`src/rtl/auxseq_pkg.sv`:
```
package auxseq_pkg;
   typedef enum logic [1:0] {
      ST_OK     = 2'd0,
      ST_IOERR  = 2'd1,
      ST_BUSY   = 2'd2,
      ST_REMOTE = 2'd3
   } aux_status_e;

   localparam logic [1:0] NATIVE_DEFER = 2'b10;

   typedef enum logic [3:0] {
      S_IDLE, S_ACQ, S_POLL, S_GAP, S_LOAD, S_RST, S_QUIET,
      S_START, S_SETTLE, S_EVAL, S_REL, S_TAIL, S_DONE
   } seq_state_e;
endpackage

```
`src/rtl/auxseq_timer.sv`:
```
module auxseq_timer #(
   parameter int TMR_W = 17
) (
   input  logic             clk,
   input  logic             rst_n,
   input  logic             load,
   input  logic [TMR_W-1:0] load_val,
   output logic             zero
);
   logic [TMR_W-1:0] cnt;

   always_ff @(posedge clk or negedge rst_n) begin
      if (!rst_n)          cnt <= '0;
      else if (load)       cnt <= load_val;
      else if (cnt != '0)  cnt <= cnt - 1'b1;
   end

   assign zero = (cnt == '0);
endmodule

```
`src/rtl/auxseq_tally.sv`:
```
module auxseq_tally #(
   parameter int LIMIT = 16,
   localparam int W = $clog2(LIMIT + 1)
) (
   input  logic         clk,
   input  logic         rst_n,
   input  logic         clr,
   input  logic         inc,
   output logic [W-1:0] count
);
   generate
      if (LIMIT < 1) begin : g_bad_limit
         $error("auxseq_tally: LIMIT must be at least 1");
      end
   endgenerate

   always_ff @(posedge clk or negedge rst_n) begin
      if (!rst_n)   count <= '0;
      else if (clr) count <= '0;
      else if (inc) count <= count + 1'b1;
   end

   a_r7_tally_bound: assert property (@(posedge clk) disable iff (!rst_n)
      count <= W'(LIMIT));
endmodule

```
`src/rtl/auxseq_bytemask.sv`:
```
module auxseq_bytemask #(
   parameter int NBYTES = 16,
   localparam int LEN_W = $clog2(NBYTES)
) (
   input  logic [8*NBYTES-1:0] din,
   input  logic [LEN_W-1:0]    last,
   output logic [8*NBYTES-1:0] dout
);
   generate
      for (genvar b = 0; b < NBYTES; b++) begin : g_byte
         localparam logic [LEN_W:0] IDX = (LEN_W+1)'(b);
         assign dout[8*b +: 8] = (IDX <= {1'b0, last}) ? din[8*b +: 8] : 8'h00;
      end
   endgenerate
endmodule

```
`src/rtl/auxreq_seq.sv`:
```
module auxreq_seq
   import auxseq_pkg::*;
#(
   parameter int CMD_W        = 4,
   parameter int ADDR_W       = 20,
   parameter int NBYTES       = 16,
   parameter int REPLY_W      = 4,
   parameter int TMR_W        = 17,
   parameter int GRANT_WAIT   = 2,
   parameter int POLL_TRIES   = 3,
   parameter int POLL_GAP     = 12500,
   parameter int CLR_TMO      = 1000,
   parameter int SETTLE_CYC   = 50000,
   parameter int TAIL_CYC     = 50000,
   parameter int MAX_ATTEMPTS = 16,
   localparam int DATA_W = 8 * NBYTES,
   localparam int LEN_W  = $clog2(NBYTES),
   localparam int CNT_W  = LEN_W + 1
) (
   input  logic               clk,
   input  logic               rst_n,
   input  logic               req_valid,
   output logic               req_ready,
   input  logic [CMD_W-1:0]   req_cmd,
   input  logic [ADDR_W-1:0]  req_addr,
   input  logic [LEN_W-1:0]   req_len,
   input  logic [DATA_W-1:0]  req_wdata,
   output logic               done_pulse,
   output logic [1:0]         done_code,
   output logic [REPLY_W-1:0] done_reply,
   output logic [DATA_W-1:0]  done_rdata,
   output logic               lnk_acq,
   input  logic               lnk_grant,
   input  logic               lnk_ready,
   output logic               lnk_wload,
   output logic [DATA_W-1:0]  lnk_wdata,
   output logic [CMD_W-1:0]   lnk_cmd,
   output logic [ADDR_W-1:0]  lnk_addr,
   output logic [LEN_W-1:0]   lnk_len,
   output logic               lnk_rst,
   output logic               lnk_start,
   input  logic               lnk_done,
   input  logic [REPLY_W-1:0] lnk_reply,
   input  logic [CNT_W-1:0]   lnk_rcount,
   input  logic [DATA_W-1:0]  lnk_rdata
);
   localparam int POLL_W = $clog2(POLL_TRIES + 1);
   localparam int ATT_W  = $clog2(MAX_ATTEMPTS + 1);

   generate
      if (NBYTES < 2 || (1 << LEN_W) != NBYTES) begin : g_bad_nbytes
         $error("auxreq_seq: NBYTES must be a power of two of at least 2");
      end
      if (REPLY_W < 2) begin : g_bad_reply
         $error("auxreq_seq: REPLY_W must hold the native field");
      end
      if (POLL_TRIES < 1 || MAX_ATTEMPTS < 1) begin : g_bad_limits
         $error("auxreq_seq: poll and attempt limits must be positive");
      end
      if (GRANT_WAIT >= (1 << TMR_W) || POLL_GAP >= (1 << TMR_W) ||
          CLR_TMO >= (1 << TMR_W) || SETTLE_CYC >= (1 << TMR_W) ||
          TAIL_CYC >= (1 << TMR_W)) begin : g_bad_tmr
         $error("auxreq_seq: a delay does not fit TMR_W");
      end
   endgenerate

   seq_state_e         st, nxt;
   logic [CMD_W-1:0]   cmd_q;
   logic [ADDR_W-1:0]  addr_q;
   logic [LEN_W-1:0]   len_q;
   logic [DATA_W-1:0]  wdata_q;
   aux_status_e        code_q;
   logic [REPLY_W-1:0] reply_q;
   logic [DATA_W-1:0]  rdata_q;
   logic [DATA_W-1:0]  rdata_m;

   logic               tmr_ld, tmr_zero;
   logic [TMR_W-1:0]   tmr_val;
   logic               poll_clr, poll_inc, att_clr, att_inc;
   logic [POLL_W-1:0]  poll_cnt;
   logic [ATT_W-1:0]   att_cnt;
   logic               accept, set_err, ok_cap;
   aux_status_e        err_val;
   logic               is_read;
   logic [CNT_W-1:0]   want_cnt;

   assign is_read  = cmd_q[0];
   assign want_cnt = {1'b0, len_q} + 1'b1;
   assign accept   = (st == S_IDLE) && req_valid;

   auxseq_timer #(.TMR_W(TMR_W)) u_timer (
      .clk(clk), .rst_n(rst_n), .load(tmr_ld), .load_val(tmr_val), .zero(tmr_zero)
   );

   auxseq_tally #(.LIMIT(POLL_TRIES)) u_polls (
      .clk(clk), .rst_n(rst_n), .clr(poll_clr), .inc(poll_inc), .count(poll_cnt)
   );

   auxseq_tally #(.LIMIT(MAX_ATTEMPTS)) u_attempts (
      .clk(clk), .rst_n(rst_n), .clr(att_clr), .inc(att_inc), .count(att_cnt)
   );

   auxseq_bytemask #(.NBYTES(NBYTES)) u_wmask (
      .din(wdata_q), .last(len_q), .dout(lnk_wdata)
   );

   auxseq_bytemask #(.NBYTES(NBYTES)) u_rmask (
      .din(lnk_rdata), .last(len_q), .dout(rdata_m)
   );

   always_comb begin
      nxt      = st;
      tmr_ld   = 1'b0;
      tmr_val  = '0;
      poll_clr = 1'b0;
      poll_inc = 1'b0;
      att_clr  = 1'b0;
      att_inc  = 1'b0;
      set_err  = 1'b0;
      err_val  = ST_OK;
      ok_cap   = 1'b0;
      case (st)
         S_IDLE: if (req_valid) begin
            nxt = S_ACQ; tmr_ld = 1'b1; tmr_val = TMR_W'(GRANT_WAIT);
            att_clr = 1'b1; poll_clr = 1'b1;
         end
         S_ACQ: if (tmr_zero) begin
            if (!lnk_grant) begin
               set_err = 1'b1; err_val = ST_IOERR;
               nxt = S_REL; tmr_ld = 1'b1; tmr_val = TMR_W'(GRANT_WAIT);
            end else nxt = S_POLL;
         end
         S_POLL: begin
            if (lnk_ready) nxt = is_read ? S_RST : S_LOAD;
            else if (poll_cnt == POLL_W'(POLL_TRIES - 1)) begin
               set_err = 1'b1; err_val = ST_BUSY;
               nxt = S_REL; tmr_ld = 1'b1; tmr_val = TMR_W'(GRANT_WAIT);
            end else begin
               poll_inc = 1'b1;
               nxt = S_GAP; tmr_ld = 1'b1; tmr_val = TMR_W'(POLL_GAP);
            end
         end
         S_GAP:   if (tmr_zero) nxt = S_POLL;
         S_LOAD:  nxt = S_RST;
         S_RST:   nxt = S_QUIET;
         S_QUIET: begin
            nxt = S_START; tmr_ld = 1'b1; tmr_val = TMR_W'(CLR_TMO);
         end
         S_START: begin
            if (lnk_done) begin
               nxt = S_SETTLE; tmr_ld = 1'b1; tmr_val = TMR_W'(SETTLE_CYC);
            end else if (tmr_zero) begin
               set_err = 1'b1; err_val = ST_BUSY;
               nxt = S_REL; tmr_ld = 1'b1; tmr_val = TMR_W'(GRANT_WAIT);
            end
         end
         S_SETTLE: if (tmr_zero) nxt = S_EVAL;
         S_EVAL: begin
            if (lnk_reply[1:0] == NATIVE_DEFER) begin
               att_inc = 1'b1;
               if (att_cnt == ATT_W'(MAX_ATTEMPTS - 1)) begin
                  set_err = 1'b1; err_val = ST_REMOTE;
                  nxt = S_REL; tmr_ld = 1'b1; tmr_val = TMR_W'(GRANT_WAIT);
               end else nxt = S_RST;
            end else begin
               if (is_read && lnk_rcount != want_cnt) begin
                  set_err = 1'b1; err_val = ST_REMOTE;
               end else ok_cap = 1'b1;
               nxt = S_REL; tmr_ld = 1'b1; tmr_val = TMR_W'(GRANT_WAIT);
            end
         end
         S_REL: if (tmr_zero) begin
            if (lnk_grant) begin
               set_err = 1'b1; err_val = ST_IOERR;
            end
            nxt = S_TAIL; tmr_ld = 1'b1; tmr_val = TMR_W'(TAIL_CYC);
         end
         S_TAIL:  if (tmr_zero) nxt = S_DONE;
         S_DONE:  nxt = S_IDLE;
         default: nxt = S_IDLE;
      endcase
   end

   always_ff @(posedge clk or negedge rst_n) begin
      if (!rst_n) begin
         st      <= S_IDLE;
         cmd_q   <= '0;
         addr_q  <= '0;
         len_q   <= '0;
         wdata_q <= '0;
         code_q  <= ST_OK;
         reply_q <= '0;
         rdata_q <= '0;
      end else begin
         st <= nxt;
         if (accept) begin
            cmd_q   <= req_cmd;
            addr_q  <= req_addr;
            len_q   <= req_len;
            wdata_q <= req_wdata;
            code_q  <= ST_OK;
            reply_q <= '0;
            rdata_q <= '0;
         end else if (set_err) begin
            code_q  <= err_val;
            reply_q <= '0;
         end else if (ok_cap) begin
            reply_q <= lnk_reply;
            if (is_read) rdata_q <= rdata_m;
         end
      end
   end

   assign req_ready  = (st == S_IDLE);
   assign done_pulse = (st == S_DONE);
   assign done_code  = code_q;
   assign done_reply = reply_q;
   assign done_rdata = rdata_q;
   assign lnk_acq    = (st != S_IDLE) && (st != S_REL) && (st != S_TAIL) && (st != S_DONE);
   assign lnk_wload  = (st == S_LOAD);
   assign lnk_rst    = (st == S_RST);
   assign lnk_start  = (st == S_START);
   assign lnk_cmd    = cmd_q;
   assign lnk_addr   = addr_q;
   assign lnk_len    = len_q;

   a_r5_rst_start_excl: assert property (@(posedge clk) disable iff (!rst_n)
      !(lnk_rst && lnk_start));
   a_r5_quiet_after_rst: assert property (@(posedge clk) disable iff (!rst_n)
      lnk_rst |=> !lnk_rst && !lnk_start);
   a_r1_ready_idle: assert property (@(posedge clk) disable iff (!rst_n)
      req_ready |-> !lnk_acq && !lnk_start && !done_pulse);
   a_r1_done_single: assert property (@(posedge clk) disable iff (!rst_n)
      done_pulse |=> !done_pulse);
   a_r9_done_released: assert property (@(posedge clk) disable iff (!rst_n)
      done_pulse |-> !lnk_acq);
   a_r6_start_claimed: assert property (@(posedge clk) disable iff (!rst_n)
      lnk_start |-> lnk_acq);
   a_r4_wload_claimed: assert property (@(posedge clk) disable iff (!rst_n)
      lnk_wload |-> lnk_acq && !lnk_cmd[0]);
   a_r4_len_stable: assert property (@(posedge clk) disable iff (!rst_n)
      (lnk_acq && $past(lnk_acq)) |-> $stable(lnk_len));
   a_r10_reply_on_ok: assert property (@(posedge clk) disable iff (!rst_n)
      (done_pulse && done_code != 2'd0) |-> done_reply == '0);
endmodule

```
`config.mk`:
```
export PLATFORM = sky130hd
export DESIGN_NAME = auxreq_seq
export DESIGN_NICKNAME = d
export VERILOG_FILES = /design/src/rtl/auxseq_pkg.sv /design/src/rtl/auxseq_timer.sv /design/src/rtl/auxseq_tally.sv /design/src/rtl/auxseq_bytemask.sv /design/src/rtl/auxreq_seq.sv
export SDC_FILE = /design/constraint.sdc
export NUM_CORES = 1
export LEC_CHECK = 0
export BUFFER_PORTS_ARGS = -buffer_cell sky130_fd_sc_hd__buf_2
export CORE_AREA = 2 2 232 234
export DETAILED_ROUTE_END_ITERATION = 16
export DIE_AREA = 0 0 234 236
export GPL_TIMING_DRIVEN = 0
export HOLD_SLACK_MARGIN = 0.1
export PLACE_DENSITY_LB_ADDON = 0.3
export SYNTH_ARGS = -nofsm -noshare
export SYNTH_HDL_FRONTEND = slang
export SYNTH_HIERARCHICAL = 1
export SYNTH_SLANG_ARGS = --single-unit
export TNS_END_PERCENT = 5
```
`constraint.sdc`:
```
create_clock -name clk -period 4.4 [get_ports clk]
set_input_delay 0 -clock clk [delete_from_list [all_inputs] [get_ports clk]]
set_output_delay 0 -clock clk [all_outputs]
set_load 0.02 [all_outputs]
```
# Word level (Yosys, flattened, before mapping)
# Index checks and enable logic that the tools add are counted.
[word_totals] in_bits=299 register_bits=318
[classes] n_eq_ne=27 n_lt_le_gt_ge=15 reduce_logical=18 add_sub_neg=4 n_mux=109
[op_table] op="two-way mux 128 bit" count=4
[op_table] op="two-way mux 8 bit" count=30
[op_table] op="one-hot mux 17 bit (7 select lines)" count=1
[op_table] op="two-way mux 4 bit" count=16
[op_table] op="two-way mux 17 bit" count=3
[op_table] op="one-hot mux 4 bit (12 select lines)" count=1
[op_table] op="<= comparator 4 bit (first input constant)" count=8
[op_table] op="two-way mux 16 bit" count=2
[op_table] op="two-way mux 2 bit" count=16
[op_table] op="two-way mux 1 bit" count=29
[op_table] op="two-way mux 14 bit" count=2
[op_table] op="equality test 4 bit (second input constant)" count=5
[op_table] op="zero test 17 bit" count=1
[op_table] op="nonzero test 17 bit" count=1
[op_table] op="subtractor 17 x 1 -> 17 bit (second input constant)" count=1
[op_table] op="equality test 4 x 3 -> 1 bit (second input constant)" count=4
[op_table] op="<= comparator 3 x 4 -> 1 bit (first input constant)" count=4
[op_table] op="inequality test 2 bit (second input constant)" count=7
[op_table] op="inequality test 4 bit (second input constant)" count=3
[op_table] op="nonzero test 2 bit" count=6
[op_table] op="two-way mux 5 bit" count=2
[op_table] op="one-hot mux 2 bit (5 select lines)" count=1
[op_table] op="equality test 4 x 2 -> 1 bit (second input constant)" count=2
[op_table] op="<= comparator 2 x 4 -> 1 bit (first input constant)" count=2
[op_table] op="other kinds (17)" count=22

# Longest topological paths before layout
[logic_depth] word_depth=9 ltp_mapped=15 ltp_nobuf=12

# Hierarchy
# Netlist, hierarchy kept.
[modules_own_cells] mod="auxreq_seq" seq_area_each_um2=7357.1 area_each_um2=11951.5 instances=1 cells_per_inst=1349
[modules_own_cells] mod="auxseq_bytemask" seq_area_each_um2=0.0 area_each_um2=994.7 instances=2 cells_per_inst=151
[modules_own_cells] mod="auxseq_timer" seq_area_each_um2=425.4 area_each_um2=1054.8 instances=1 cells_per_inst=116
[modules_own_cells] mod="auxseq_tally (u_attempts)" seq_area_each_um2=125.1 area_each_um2=252.7 instances=1 cells_per_inst=22
[modules_own_cells] mod="auxseq_tally (u_polls)" seq_area_each_um2=50.0 area_each_um2=88.8 instances=1 cells_per_inst=7

# Least setup slack after synthesis
# No wires, ideal clock.
[synth_path] path_kind="reg2reg" start="register u_timer.cnt[0]" end="register u_timer.cnt[10]" stages_incl_launch_ff=16 synth_period_minus_slack_ps=3459 n_path_buf=3 t_required_ps=4335 setup_ps=65 arrival_time_ps=3394 path_slack_ps=941 path_cell_list="dfrtp_1 inv_1 ha_1 or4b_1 buf_2 or4_4 buf_6 nor2_2 nand3b_1 a21oi_1 nor2_1 o2111ai_1 buf_1 clkinv_1 nand3_1 o211a_1"
[synth_via] elab_chain_cells=5
[synth_rtl] item="start, declared" line_no="auxseq_timer.sv:10" source="logic [TMR_W-1:0] cnt;"
[synth_rtl] item="start signal, assigned" line_no="auxseq_timer.sv:14" source="else if (load) cnt <= load_val;"
[synth_rtl] item="start signal, assigned" line_no="auxseq_timer.sv:15" source="else if (cnt != '0) cnt <= cnt - 1'b1;"
[synth_rtl] item="zero test 17 bit *" line_no="auxseq_timer.sv:18" source="assign zero = (cnt == '0);"
[synth_rtl] item="via tmr_zero" line_no="auxreq_seq.sv:77" source="logic tmr_ld, tmr_zero;"
[synth_rtl] item="two-way mux 1 bit" line_no="auxreq_seq.sv:152, auxreq_seq.sv:172"
[synth_rtl] item="two-way mux 1 bit" line_no="auxreq_seq.sv:150" source="if (lnk_done) begin"
[synth_rtl] item="one-hot mux 1 bit (7 select lines) *" line_no="auxreq_seq.sv:122" source="case (st)"
[synth_rtl] item="via tmr_ld" line_no="auxreq_seq.sv:77"
[synth_rtl] item="two-way mux 17 bit / nonzero test 2 bit (equally long branches)"
# Mark *: on every way through the listed nets, which the timed path passes. The rest lies on a longest branch. The select of a mux whose other input is x is not followed.
# A chain may end at the register's enable or synchronous reset.

# Final worst setup path
[layout_path] start="register len_q[0] (netlist: lnk_len[0])" end="register reply_q[2] (netlist: done_reply[2])"
[layout_via] elab_chain_cells=8
[layout_rtl] item="start, declared" line_no="auxreq_seq.sv:70" source="logic [LEN_W-1:0] len_q;"
[layout_rtl] item="start signal, assigned" line_no="auxreq_seq.sv:199" source="len_q <= req_len;"
[layout_rtl] item="adder 4 x 1 -> 5 bit *" line_no="auxreq_seq.sv:88" source="assign want_cnt = {1'b0, len_q} + 1'b1;"
[layout_rtl] item="inequality test 5 bit *" line_no="auxreq_seq.sv:166" source="if (is_read && lnk_rcount != want_cnt) begin"
[layout_rtl] item="logical AND 1 bit *" line_no="auxreq_seq.sv:166"
[layout_rtl] item="two-way mux 1 bit" line_no="auxreq_seq.sv:166"
[layout_rtl] item="two-way mux 1 bit" line_no="auxreq_seq.sv:159" source="if (lnk_reply[1:0] == NATIVE_DEFER) begin"
[layout_rtl] item="one-hot mux 1 bit (5 select lines)" line_no="auxreq_seq.sv:122"
[layout_rtl] item="two-way mux 4 bit" line_no="auxreq_seq.sv:204" source="end else if (set_err) begin"
[layout_rtl] item="two-way mux 4 bit" line_no="auxreq_seq.sv:196" source="if (accept) begin"
[layout_rtl] item="end signal, assigned" line_no="auxreq_seq.sv:208" source="reply_q <= lnk_reply;"
[layout_rtl] item="end, declared" line_no="auxreq_seq.sv:73" source="logic [REPLY_W-1:0] reply_q;"
# Every way passes the cells marked *; elsewhere a longest branch is shown, timed or not.

==> summary.md <==
| Metric | Value |
|---|---|
| Run status | finished, final reports clean |
| Worst VDD drop | 485 uV |
| Pins Over Slew Limit | 0 |
| Clk slew on worst S/H paths | 60 ps |
| Starting density of the core | 28.9% |
| Least-Margin Pin Slew | 1360 ps |
| Die Span Y | 236 um |
| Unrepaired setup endpoints after global routing | no |
| Global-route usage over all layers | 21.5% |
| CP Class | reg2reg |
| Mux share of post-synthesis cell area | 0.530% |
| Setup repair bufs after CTS | 0 |
| CTS tree | yes |
| Mapped Area | 0.0153 sq mm |
| Final Skew | 22.8 ps |
| Layout cells sized above 1 | 28.0% |
| Global-route wire length before repair | 92200 um |
| Max-slew headroom | 9.41% |
| Boundary pin count | 595 |
| CTS H-tree depth | 2 |
| Core area | 0.0531 sq mm |
| DR vias/cell | 4.69 |
| Routability cong. | 0.887 |
| Synth Warn # | 6 |
| WL per Instance | 17.6 um |
| Drt drc | 0 |
| Ys async rst share | 100% |
| Met2 WL | 30000 um |
| Sequential share of the synthesized area | 51.9% |
| Pleak | 12.5 nW |
| Vias in the first global route | 16500 |
| CP arrival | 4700 ps |
| Cell area after placement | 0.0192 sq mm |
| Via count | 16200 |
| Sequential share of power | 34.5% |
| Final Non-Filler Cells | 3457 |
| Largest net degree at the start of global routing | 118 |
| NumNets Final | 3034 |
| Max FO, Critical Path | 21 |
| Max frequency | 237 MHz |
| Sw Ratio | 40.7% |
| Main flop type after synthesis | dfrtp_1 |
| Inst Count DP | 3083 |
| Hold Vio Cnt, Final | 0 |
| Final worst slack | 179 ps |
| Compound-Gate Fraction of Synth Area | 9.21% |
| XOR/XNOR share of the synthesized area | 0.914% |
| Buffers on Ports | 586 |
| Power Total | 12.5 mW |
| DP Worst Slack | 44.6 ps |
| Adder-cell area share of the yosys netlist | 0.245% |
| CTS buffer count | 39 |
| Metal3 WL | 4510 um |
| Pint | 7.44 mW |
| Root buf cell | clkbuf_16 |
| Met1 Wirelength | 23400 um |
| Finish-stage setup viols | 0 |
| Die area | 0.0552 sq mm |
| Largest family of logic cells by synthesized area | simple AND/OR/NAND/NOR gates |
| CP required | 4880 ps |
| Worst min-delay path category | in2reg |
| Cell row count | 85 |
| Startpoint Class | flop |
| Synthesized flop and latch total | 318 |
| Final HPWL DP | 43900 um |
| PwrDens | 532 mW/mm^2 |
| Final Cycle Share | 95.9% |
| WL final | 60800 um |
| Initial drt markers | 915 |
| Routed Antenna Nets | 0 |
| Combinational Power Share | 40.2% |
| Clock network fraction of design power | 25.3% |
| Uppermost layer routed | met4 |
| Cell area after layout | 0.0235 sq mm |
| Max Buffers Root-to-Sink | 3 |
| Clock latency on the worst-skew pair | 550 ps |
| Clock sink count | 318 |
| First-pass DRT Iterations | 5 |
| CP Capture Type | flop |
| Gr ovfl total | 0 |
| Syn avg cell area | 8.54 sq um |
| Post-synthesis cell count | 1796 |
| Simple-gate share of the synthesized area | 32.3% |
| Setup_tns | 0 ps |
| Number of antenna violations at the first check in global routing | 3 |
| Unique masters post-synth | 71 |
| Area delta synth->final | 53.5% |
| Post-synth EDFFs | 0 |
| Final worst path period need | 4220 ps |
| # Max-Cap Violations | 0 |
| Psw | 5.10 mW |
| Die Wd | 234 um |
[placed cells by master (no fill, tap or decap), drive strengths merged, types with 10 or more instances in the layout]
cell / Yosys / routed
a21boi: 18 / 18
nand2b: 17 / 17
a21oi: 19 / 19
nor2: 26 / 26
nand2: 745 / 745
nor2b: 102 / 102
nor4: 12 / 12
clkbuf: 57 / 111
and3: 81 / 81
o21ai: 139 / 139
clkinv: 1 / 10
xnor2: 11 / 11
buf: 69 / 657
o31ai: 11 / 11
inv: 15 / 17
and2: 51 / 51
dlygate4sd3: 0 / 303
nand3: 12 / 12
dfrtp: 318 / 318
[worst max-delay path, cell delays in order, from the launching register on]
cell	delay, ps
dfrtp_1	1240
ha_1	410
xor2_1	160
a211oi_1	210
o211ai_1	250
o21ai_1	470
nand4_1	140
dlygate4sd3_1	570
a21oi_1	130
dlygate4sd3_1	570
[cell usage after synthesis, types with 15 or more instances]
| master | number | area share, % |
|---|---|---|
| a21oi_1 | 16 | 0.52 |
| nor2_1 | 25 | 0.61 |
| clkbuf_1 | 52 | 1.3 |
| nor2b_1 | 102 | 4.2 |
| and3_1 | 81 | 3.3 |
| a21boi_0 | 18 | 0.88 |
| o21ai_2 | 20 | 1.1 |
| o21ai_1 | 24 | 0.78 |
| o21ai_0 | 95 | 3.1 |
| dfrtp_1 | 318 | 52 |
| buf_2 | 31 | 1.0 |
| buf_4 | 24 | 1.2 |
| nand2_1 | 735 | 18 |
| and2_1 | 51 | 2.1 |
| nand2b_1 | 17 | 0.69 |
| inv_1 | 15 | 0.37 |
[cell type report]
class / count / area (sq um)
Buffer: 126 / 689
Clock inverter: 15 / 155
Timing Repair Buffer: 892 / 6060
Antenna cell: 2 / 5.00
Sequential cell: 318 / 7960
Multi-Input combinational cell: 1339 / 6650
Fill cell: 5133 / 29500
Tap cell: 696 / 871
Inverter: 16 / 60.1
Clock buffer: 53 / 1100
[sequential cells by signal (all words and copies together), names as in the netlist]
signal,count
done_rdata,128
u_attempts/count,5
st,4
u_polls/count,2
lnk_addr,20
lnk_cmd,4
lnk_len,4
u_timer/cnt,17
done_code,2
wdata_q,128
done_reply,4
[cells by family after synthesis]
group           count (synthesis)
flops                         318
other cells                     1
buf+inv                       142
mux                             7
xor+xnor                       16
simple gates                 1085
compound gates                224
fa+ha+maj                       3
[final timing paths]
kind                                          from                     endpoint  slack, ps  cells after the start
max                         lnk_len[0]$_DFFE_PN0P_    done_reply[2]$_DFFE_PN0P_        180                      9
min                                  req_wdata[54]      wdata_q[54]$_DFFE_PN0P_        170                      4
max reg2reg                 lnk_len[0]$_DFFE_PN0P_    done_reply[2]$_DFFE_PN0P_        180                      9
min reg2reg                wdata_q[30]$_DFFE_PN0P_      wdata_q[30]$_DFFE_PN0P_        470                      2
max in group asynchronous                    rst_n   done_rdata[30]$_DFFE_PN0P_       2880                      4
min in group asynchronous                    rst_n  done_rdata[116]$_DFFE_PN0P_        520                      3
[metal layers]
| layer | up-vias | global-route usage [%] |
|---|---|---|
| met4 | 0 | 9.88 |
| met3 | 146 | 5.22 |
| li1 | 7663 | - |
| met5 | - | 0 |
| met2 | 671 | 37.4 |
| met1 | 7722 | 24.6 |
[through the flow]
stage,hold WS [ps],utilization [%]
finish,170,44.4
floorplan,-296,-
global placement,189,36.1
CTS,129,44.3
detailed placement,97.1,36.2
global route,155,44.4
[power groups by stage]
| stage | sequential (mW) | combinational [mW] | clock (mW) |
|---|---|---|---|
| 6_report | 4.33 | 5.03 | 3.18 |
| 5_1_grt | 4.43 | 5.54 | 3.38 |
| 4_1_cts | 4.32 | 5.02 | 3.26 |
| 3_5_place_dp | 4.35 | 4.75 | 0 |
| 2_1_floorplan | 4.32 | 2.95 | 0 |
| 3_3_place_gp | 4.33 | 4.68 | 0 |
[what timing repair did]
action | 4_1_cts | 5_1_grt
hold endpoints to repair | 387 | 0
hold buffers | 304 | 0
endpoints found under the setup margin | 0 | 15
gates resized for setup | 0 | 2
(Power assumes the default switching activity.)
